File: config.mk
export PLATFORM = sky130hd
export DESIGN_NAME = flash_rdwin
export DESIGN_NICKNAME = d
export VERILOG_FILES = /design/src/rtl/flash_rdwin_pkg.sv /design/src/rtl/flash_rdwin_decode.sv /design/src/rtl/flash_rdwin_shifter.sv /design/src/rtl/flash_rdwin.sv
export SDC_FILE = /design/constraint.sdc
export NUM_CORES = 1
export LEC_CHECK = 0
export BUFFER_PORTS_ARGS = -buffer_cell sky130_fd_sc_hd__clkbuf_2
export CORE_ASPECT_RATIO = 1.25
export CORE_UTILIZATION = 57
export CTS_BUF_LIST = sky130_fd_sc_hd__clkbuf_4 sky130_fd_sc_hd__clkbuf_8 sky130_fd_sc_hd__clkbuf_16
export DETAILED_ROUTE_END_ITERATION = 7
export PLACE_DENSITY = 0.85
export REMOVE_ABC_BUFFERS = 1
export SYNTH_ARGS = -nofsm -noshare
export SYNTH_HDL_FRONTEND = slang
export SYNTH_SLANG_ARGS = --single-unit
export TNS_END_PERCENT = 50
File: constraint.sdc
create_clock -name clk -period 5.8 [get_ports clk]
set_input_delay 0.58 -clock clk [delete_from_list [all_inputs] [get_ports clk]]
set_output_delay 0.58 -clock clk [all_outputs]
set_load 0.03 [all_outputs]
File: src/rtl/flash_rdwin_pkg.sv
package flash_rdwin_pkg;

    localparam int          OP_W     = 8;
    localparam logic [7:0]  READ_OP  = 8'h03;
    localparam int          WORD_W   = 32;

    typedef struct packed {
        logic              err;
        logic [WORD_W-1:0] data;
    } rsp_t;

    // bytes arrive first-byte-in-MSB; bus wants first byte in [7:0]
    function automatic logic [WORD_W-1:0] to_le(input logic [WORD_W-1:0] w);
        logic [WORD_W-1:0] r;
        for (int b = 0; b < WORD_W/8; b++)
            r[b*8 +: 8] = w[WORD_W-8-b*8 +: 8];
        return r;
    endfunction

endpackage

File: src/rtl/flash_rdwin_decode.sv
module flash_rdwin_decode #(
    parameter int CS_W     = 2,
    parameter int FLASH_AW = 24,
    parameter int UNIT_LG  = 19,
    parameter int WIN_W    = CS_W + FLASH_AW - UNIT_LG + 1,
    parameter int DEV_W    = FLASH_AW - UNIT_LG + 1
) (
    input  logic [CS_W+FLASH_AW-1:0] addr,
    input  logic [WIN_W-1:0]         cfg_win,
    input  logic [DEV_W-1:0]         cfg_dev,
    output logic [CS_W-1:0]          sel,
    output logic [FLASH_AW-1:0]      faddr,
    output logic                     in_range
);
    localparam int AW = CS_W + FLASH_AW;

    logic [AW:0]       win_lim;
    logic [FLASH_AW:0] dev_lim;

    always_comb begin
        sel      = addr[AW-1 -: CS_W];
        faddr    = addr[FLASH_AW-1:0];
        win_lim  = {cfg_win, {UNIT_LG{1'b0}}};
        dev_lim  = {cfg_dev, {UNIT_LG{1'b0}}};
        in_range = ({1'b0, addr} < win_lim) && ({1'b0, faddr} < dev_lim);
    end
endmodule

File: src/rtl/flash_rdwin_shifter.sv
module flash_rdwin_shifter #(
    parameter int TX_BITS = 32,
    parameter int RX_BITS = 32,
    localparam int TOT    = TX_BITS + RX_BITS,
    localparam int CNT_W  = $clog2(TOT)
) (
    input  logic               clk,
    input  logic               rst,
    input  logic               start,
    input  logic [TX_BITS-1:0] tx_word,
    input  logic               miso,
    output logic               sck,
    output logic               mosi,
    output logic               busy,
    output logic               done,
    output logic [RX_BITS-1:0] rx_word
);
    logic [TX_BITS-1:0] tx_q;
    logic [CNT_W-1:0]   bit_q;
    logic               hi_q;

    always_ff @(posedge clk) begin
        if (rst) begin
            tx_q    <= '0;
            rx_word <= '0;
            bit_q   <= '0;
            hi_q    <= 1'b0;
            sck     <= 1'b0;
            busy    <= 1'b0;
            done    <= 1'b0;
        end else if (start) begin
            tx_q  <= tx_word;
            bit_q <= '0;
            hi_q  <= 1'b0;
            sck   <= 1'b0;
            busy  <= 1'b1;
            done  <= 1'b0;
        end else begin
            done <= 1'b0;
            if (busy) begin
                if (!hi_q) begin
                    sck     <= 1'b1;
                    hi_q    <= 1'b1;
                    rx_word <= {rx_word[RX_BITS-2:0], miso};
                end else begin
                    sck  <= 1'b0;
                    hi_q <= 1'b0;
                    tx_q <= {tx_q[TX_BITS-2:0], 1'b0};
                    if (bit_q == CNT_W'(TOT - 1)) begin
                        busy <= 1'b0;
                        done <= 1'b1;
                    end else begin
                        bit_q <= bit_q + 1'b1;
                    end
                end
            end
        end
    end

    assign mosi = tx_q[TX_BITS-1];
endmodule

File: src/rtl/flash_rdwin.sv
module flash_rdwin
    import flash_rdwin_pkg::*;
#(
    parameter int CS_W     = 2,
    parameter int FLASH_AW = 24,
    parameter int UNIT_LG  = 19,
    localparam int NCS     = 1 << CS_W,
    localparam int AW      = CS_W + FLASH_AW,
    localparam int WIN_W   = AW - UNIT_LG + 1,
    localparam int DEV_W   = FLASH_AW - UNIT_LG + 1
) (
    input  logic              clk,
    input  logic              rst,
    input  logic              rd_req,
    input  logic [AW-1:0]     rd_addr,
    output logic              rd_ready,
    output logic              rsp_valid,
    output logic              rsp_err,
    output logic [WORD_W-1:0] rsp_data,
    input  logic [WIN_W-1:0]  cfg_win,
    input  logic [DEV_W-1:0]  cfg_dev,
    input  logic              stall,
    output logic              stall_gnt,
    output logic [NCS-1:0]    spi_cs_n,
    output logic              spi_sck,
    output logic              spi_mosi,
    input  logic              spi_miso
);
    logic [CS_W-1:0]     sel, sel_q;
    logic [FLASH_AW-1:0] faddr;
    logic                ok, err_q, busy, done, accept;
    logic [WORD_W-1:0]   rx;
    rsp_t                rsp;

    flash_rdwin_decode #(
        .CS_W(CS_W), .FLASH_AW(FLASH_AW), .UNIT_LG(UNIT_LG),
        .WIN_W(WIN_W), .DEV_W(DEV_W)
    ) u_dec (
        .addr(rd_addr), .cfg_win(cfg_win), .cfg_dev(cfg_dev),
        .sel(sel), .faddr(faddr), .in_range(ok)
    );

    assign rd_ready  = !busy && !stall;
    assign stall_gnt = stall && !busy;
    assign accept    = rd_req && rd_ready;

    always_ff @(posedge clk) begin
        if (rst) begin
            sel_q <= '0;
            err_q <= 1'b0;
        end else begin
            err_q <= accept && !ok;
            if (accept && ok)
                sel_q <= sel;
        end
    end

    flash_rdwin_shifter #(
        .TX_BITS(OP_W + FLASH_AW), .RX_BITS(WORD_W)
    ) u_shf (
        .clk(clk), .rst(rst), .start(accept && ok),
        .tx_word({READ_OP, faddr}), .miso(spi_miso),
        .sck(spi_sck), .mosi(spi_mosi), .busy(busy),
        .done(done), .rx_word(rx)
    );

    for (genvar i = 0; i < NCS; i++) begin : g_cs
        assign spi_cs_n[i] = !(busy && sel_q == CS_W'(i));
    end

    always_comb begin
        rsp.err  = err_q;
        rsp.data = done ? to_le(rx) : '0;
    end

    assign rsp_valid = done || err_q;
    assign rsp_err   = rsp.err;
    assign rsp_data  = rsp.data;
endmodule

# After elaboration in Yosys (flattened, before gate mapping)
# Index checks and enable logic that the tools add are counted.
# totals
reg_bits,76
input_bits,45
out_inout_bits,42
wordCells,57
# op_classes
n_addsub,1
order_cmp,2
n_eq_ne,4
mux,10
bitwise_logic,4
reduce_logical,27
# ops
operator,count
$mux 26,3
$mux 32,1
$lt 26x27->1,1
$lt 24x25->1,1
$logic_and 1x1->1,10
$logic_not 1->1,7
$add 6x1->6 const B,1
$eq 6x6->1 const B,1
$mux 1,6
$reduce_and 3->1,2
$eq 2x2->1 const B,2
$not 1->1,4
$reduce_and 2->1,2
$reduce_bool 2->1,2
$reduce_or 4->1,1
$eq 2x1->1 const B,1
$logic_not 2->1,1
$reduce_or 2->1,1
$logic_or 1x1->1,1

# Logic depth before layout (Yosys ltp)
# logic_depth
word_depth,6
depth_mapped,10
mapped_depth_nobuf,8

# By module
# A second synthesis with hierarchy kept.
# unflattened
cells_unflattened,484
area_unflattened_um2,3863.7
# modules_own_cells
mod,instances,cells_per_inst,area_each_um2,seq_area_each_um2
flash_rdwin_shifter,1,364,3002.9,1461.4
flash_rdwin_decode,1,64,462.9,0.0
flash_rdwin,1,56,397.9,60.1

# Worst setup path before layout
# OpenSTA, ideal clock, no wires.
# synth_timing
kind,in2reg
start,in cfg_win[3]
end,reg u_shf.bit_q[0]
setup_time_ns,0.115
arrival_ns,2.148
t_required_ns,5.685
slack_ns,3.537
path_stages,10
n_path_buf,2
cell_sequence,inv_1 > ha_1 > or3_1 > o21ai_1 > nor3_2 > nor4_4 > or2_1 > buf_2 > buf_4 > nor2_1
# synth_via
elab_chain_cells,4
# synth_rtl
item,line_no,source
from (decl),flash_rdwin.sv:20,"input logic [WIN_W-1:0] cfg_win,"
$lt 26x27->1,flash_rdwin_decode.sv:25,"in_range = ({1'b0, addr} < win_lim) && ({1'b0, faddr} < dev_lim);"
$logic_and 1x1->1,flash_rdwin_decode.sv:25,
$logic_and 1x1->1,flash_rdwin.sv:61,".clk(clk), .rst(rst), .start(accept && ok),"
$reduce_or 2->1 (no line),-,
to (signal assigned),flash_rdwin_shifter.sv:53,bit_q <= bit_q + 1'b1;
to (decl),flash_rdwin_shifter.sv:19,logic [CNT_W-1:0] bit_q;
# Every way passes these cells.
# A chain may end at the register's enable or synchronous reset.

# Worst setup path in the final report
# layout_timing
start,in rd_addr[25]
end,reg u_shf.done
# layout_via
elab_chain_cells,4
# layout_rtl
item,line_no,source
from (decl),flash_rdwin.sv:15,"input logic [AW-1:0] rd_addr,"
$lt 26x27->1,flash_rdwin_decode.sv:25,
$logic_and 1x1->1,flash_rdwin_decode.sv:25,
$logic_and 1x1->1,flash_rdwin.sv:61,
$reduce_or 4->1 (no line),-,
to (signal assigned),flash_rdwin_shifter.sv:30,done <= 1'b0;
to (signal assigned),flash_rdwin_shifter.sv:37,done <= 1'b0;
to (signal assigned),flash_rdwin_shifter.sv:39,done <= 1'b0;
to (decl),flash_rdwin_shifter.sv:15,"output logic done,"
# Every way passes these cells.

==> impl_results.md <==
* Synth cell types at between 40 and 50
* FFs w/ async S/R, synth at 0
* RR Startpoint: u_shf.busy
* Hpwl dp at roughly 5000 um
* Grt ovf at 0
* Critical path capture point type: flop
* DR WL/cell at 12.5 um
* Setup violations, final at 0
* Leakage at between 1.5 and 2 nW
* Most frequent cells in the layout: 86 x nand2_1, 86 x clkbuf_2, 76 x dfxtp_1
* Initial antenna violation count at 0
* CTS buffer count at 9
* Ports at between 80 and 90
* Number of flops mapped to enable cells by yosys at 0
* Fraction of layout cells with a size suffix above 1 at 0.223
* Antenna cells at 0
* Vias at between 3000 and 4000
* Drt pass-1 iters at 4
* Drt drc at 0
* Synth Register Bits at between 70 and 80
* Pre-CTS WS at roughly 2400 ps
* Critical Path AT at ~3200 ps
* Final TNS setup at 0 ps
* CTS tree: done
* Outcome: finished, final reports clean
* Reg-to-reg slack, setup at 3280 ps
* Full die area at approximately 0.0065 sq mm
* Fin crit share at 0.519
* Hold path depth at 3
* Hold Path Origin: rd_addr[9]
* Max Slew Vio Count at 0
* Hold EP: u_shf.tx_q[9]
* Critical Path RT at between 5000 and 6000 ps
* Startpoint Class: primary input
* Chip Width at roughly 72 um
* Pwr dens at 248 mW/mm^2
* Layout Area Growth over Synthesis at 17.4%
* Rel. slew slack at 0.202
* Crit-path max FO at 23
* PnR Total Power at between 1 and 1.5 mW
* Clock tree root driver cell: clkbuf_8
* RePlAce Congestion at 0.757
* Syn avg cell area at 8.13 sq um
* Share of the yosys chip area belonging to registers at 0.433
* Number of global-route vias before repair at ~3000
* Largest net degree at the start of global routing at 66
* Initial Util at 0.600
* Row Count at 31
* Layout Nets at 557
* Via-to-Cell Ratio at between 5 and 6
* Cells after synthesis at about 430
* Ys Warns at 0
* Util after Layout at 0.704
* VDD IR max at ~0.12 mV
* Wirelength, routed at approximately 7400 um
* Sinks on Clock Net at 76
* Gr usage total at 0.238
* Mapped Area at 0.00351 sq mm
* DR iter-0 viols at about 170
* Highest clock rate at approximately 330 MHz
* Clk pin slew, worst setup/hold paths at approximately 80 ps
* Post-synth top area share at 0.433
* Clock period minus worst slack at roughly 3000 ps
* Post-CTS Resized at 0
* Main synth FF type: dfxtp_1
* Hold Crit Class: primary input to flop
* Hold-fix buffer count after cts at 0
* Antenna Violating Nets Remaining at 0
* Post-CTS Setup Inserts at 0
* First-pass GRT wire length at 12300 um
* Skew-Pair Late Insertion Delay at around 350 ps
* Critical path type: primary input to flop
* Tightest Pin Transition at about 1200 ps
* Cells on worst reg2reg path at 6
* Setup WS post-layout at 2790 ps
* CTS H-tree depth at 3
* CTS max path bufs at 2
* Final hold vios at 0
* Yosys top cell by area: dfxtp_1
* Area contributors post-synth: dfxtp_1 43%, nand2_1 9.2%, a21oi_1 8.5%, and2_1 6.4%, ha_1 3.9%
* Port bufs at 86
* Max Cap Violations at 0
* Die height at 89.8 um
* Reg2reg end: u_shf.bit_q[5]
* Core Region at ~0.0059 sq mm
* RSZ-0062 raised after global routing: false
* Final Skew at 6.90 ps
[Yosys cell counts, types with 2 or more instances]
cell	n
ha_1	11
nor2b_1	7
a21oi_1	60
buf_2	4
nand2b_1	17
nor3_1	3
mux2i_1	3
dfxtp_1	76
o31ai_1	15
o21ai_0	2
nor3b_1	3
nand3_1	5
clkbuf_1	24
and2_1	36
nand3b_1	4
xor2_1	2
nand4b_1	4
xnor2_1	2
buf_4	2
inv_1	12
nor4_4	2
a221o_1	5
nor2_1	27
nand2_1	86
a31oi_1	3
[metrics by stage]
stage	hold WS (ps)	instance area, sq um	cells
after floorplan	426	3390	402
after global placement	437	3940	572
after detailed placement	443	3940	572
after CTS	427	4130	588
after global routing	440	4130	588
final	440	4130	588
[flip-flops by register name (all words and copies together) (netlist names)]
name,count
u_shf.busy,1
u_shf.done,1
sel_q,2
u_shf.tx_q,32
rsp_err,1
u_shf.rx_word,32
u_shf.bit_q,6
u_shf.hi_q,1
[how the worst max path moves through the flow]
stage           startpoint  cells after the start  slack [ps]              to
5_1_grt         cfg_win[6]                      9        2530   u_shf.tx_q[1]
4_1_cts        rd_addr[25]                      8        2770      u_shf.done
6_report       rd_addr[25]                      8        2790      u_shf.done
3_5_place_dp   rd_addr[25]                      8        2400   u_shf.tx_q[2]
3_3_place_gp   rd_addr[22]                      8        2530  u_shf.tx_q[22]
2_1_floorplan   cfg_win[3]                      8        3010   u_shf.tx_q[1]
[cell families after synthesis]
| logic type | share of synthesized area |
|---|---|
| xor gates and xnor gates | 0.00997 |
| AOI/OAI and AO/OA | 0.161 |
| and+or+nand+nor | 0.300 |
| DFF | 0.433 |
| adders and majority gates | 0.0392 |
| buffers and inverters | 0.0484 |
| muxes | 0.00855 |
[area by class of cell]
cell class / count / area (sq um)
Fill cell: 472 / 1730
Multi-Input combinational cell: 314 / 1820
Clock buffer: 10 / 131
Timing Repair Buffer: 88 / 445
Clock inverter: 6 / 55.1
Sequential cell: 76 / 1520
Inverter: 12 / 45.0
Tap cell: 82 / 103
[metal layers]
metal / GRT usage / share of wire
met1: 0.263 / 0.43
met2: 0.422 / 0.50
met3: 0.0561 / 0.056
met4: 0.108 / 0.023
met5: 0 / 0
[power breakdown]
group / switching, mW / internal [mW] / total, mW
registers: 0.00686 / 0.534 / 0.541
logic: 0.0616 / 0.0384 / 0.100
clock network: 0.183 / 0.200 / 0.383
[critical path: stages]
cell	delay [ps]
clkbuf_2	90
ha_1	320
a21oi_1	180
o22a_1	160
nand3_1	200
nor4_4	1020
or2_1	490
nor3_1	140
No activity file was read; power rests on OpenSTA's default activity.
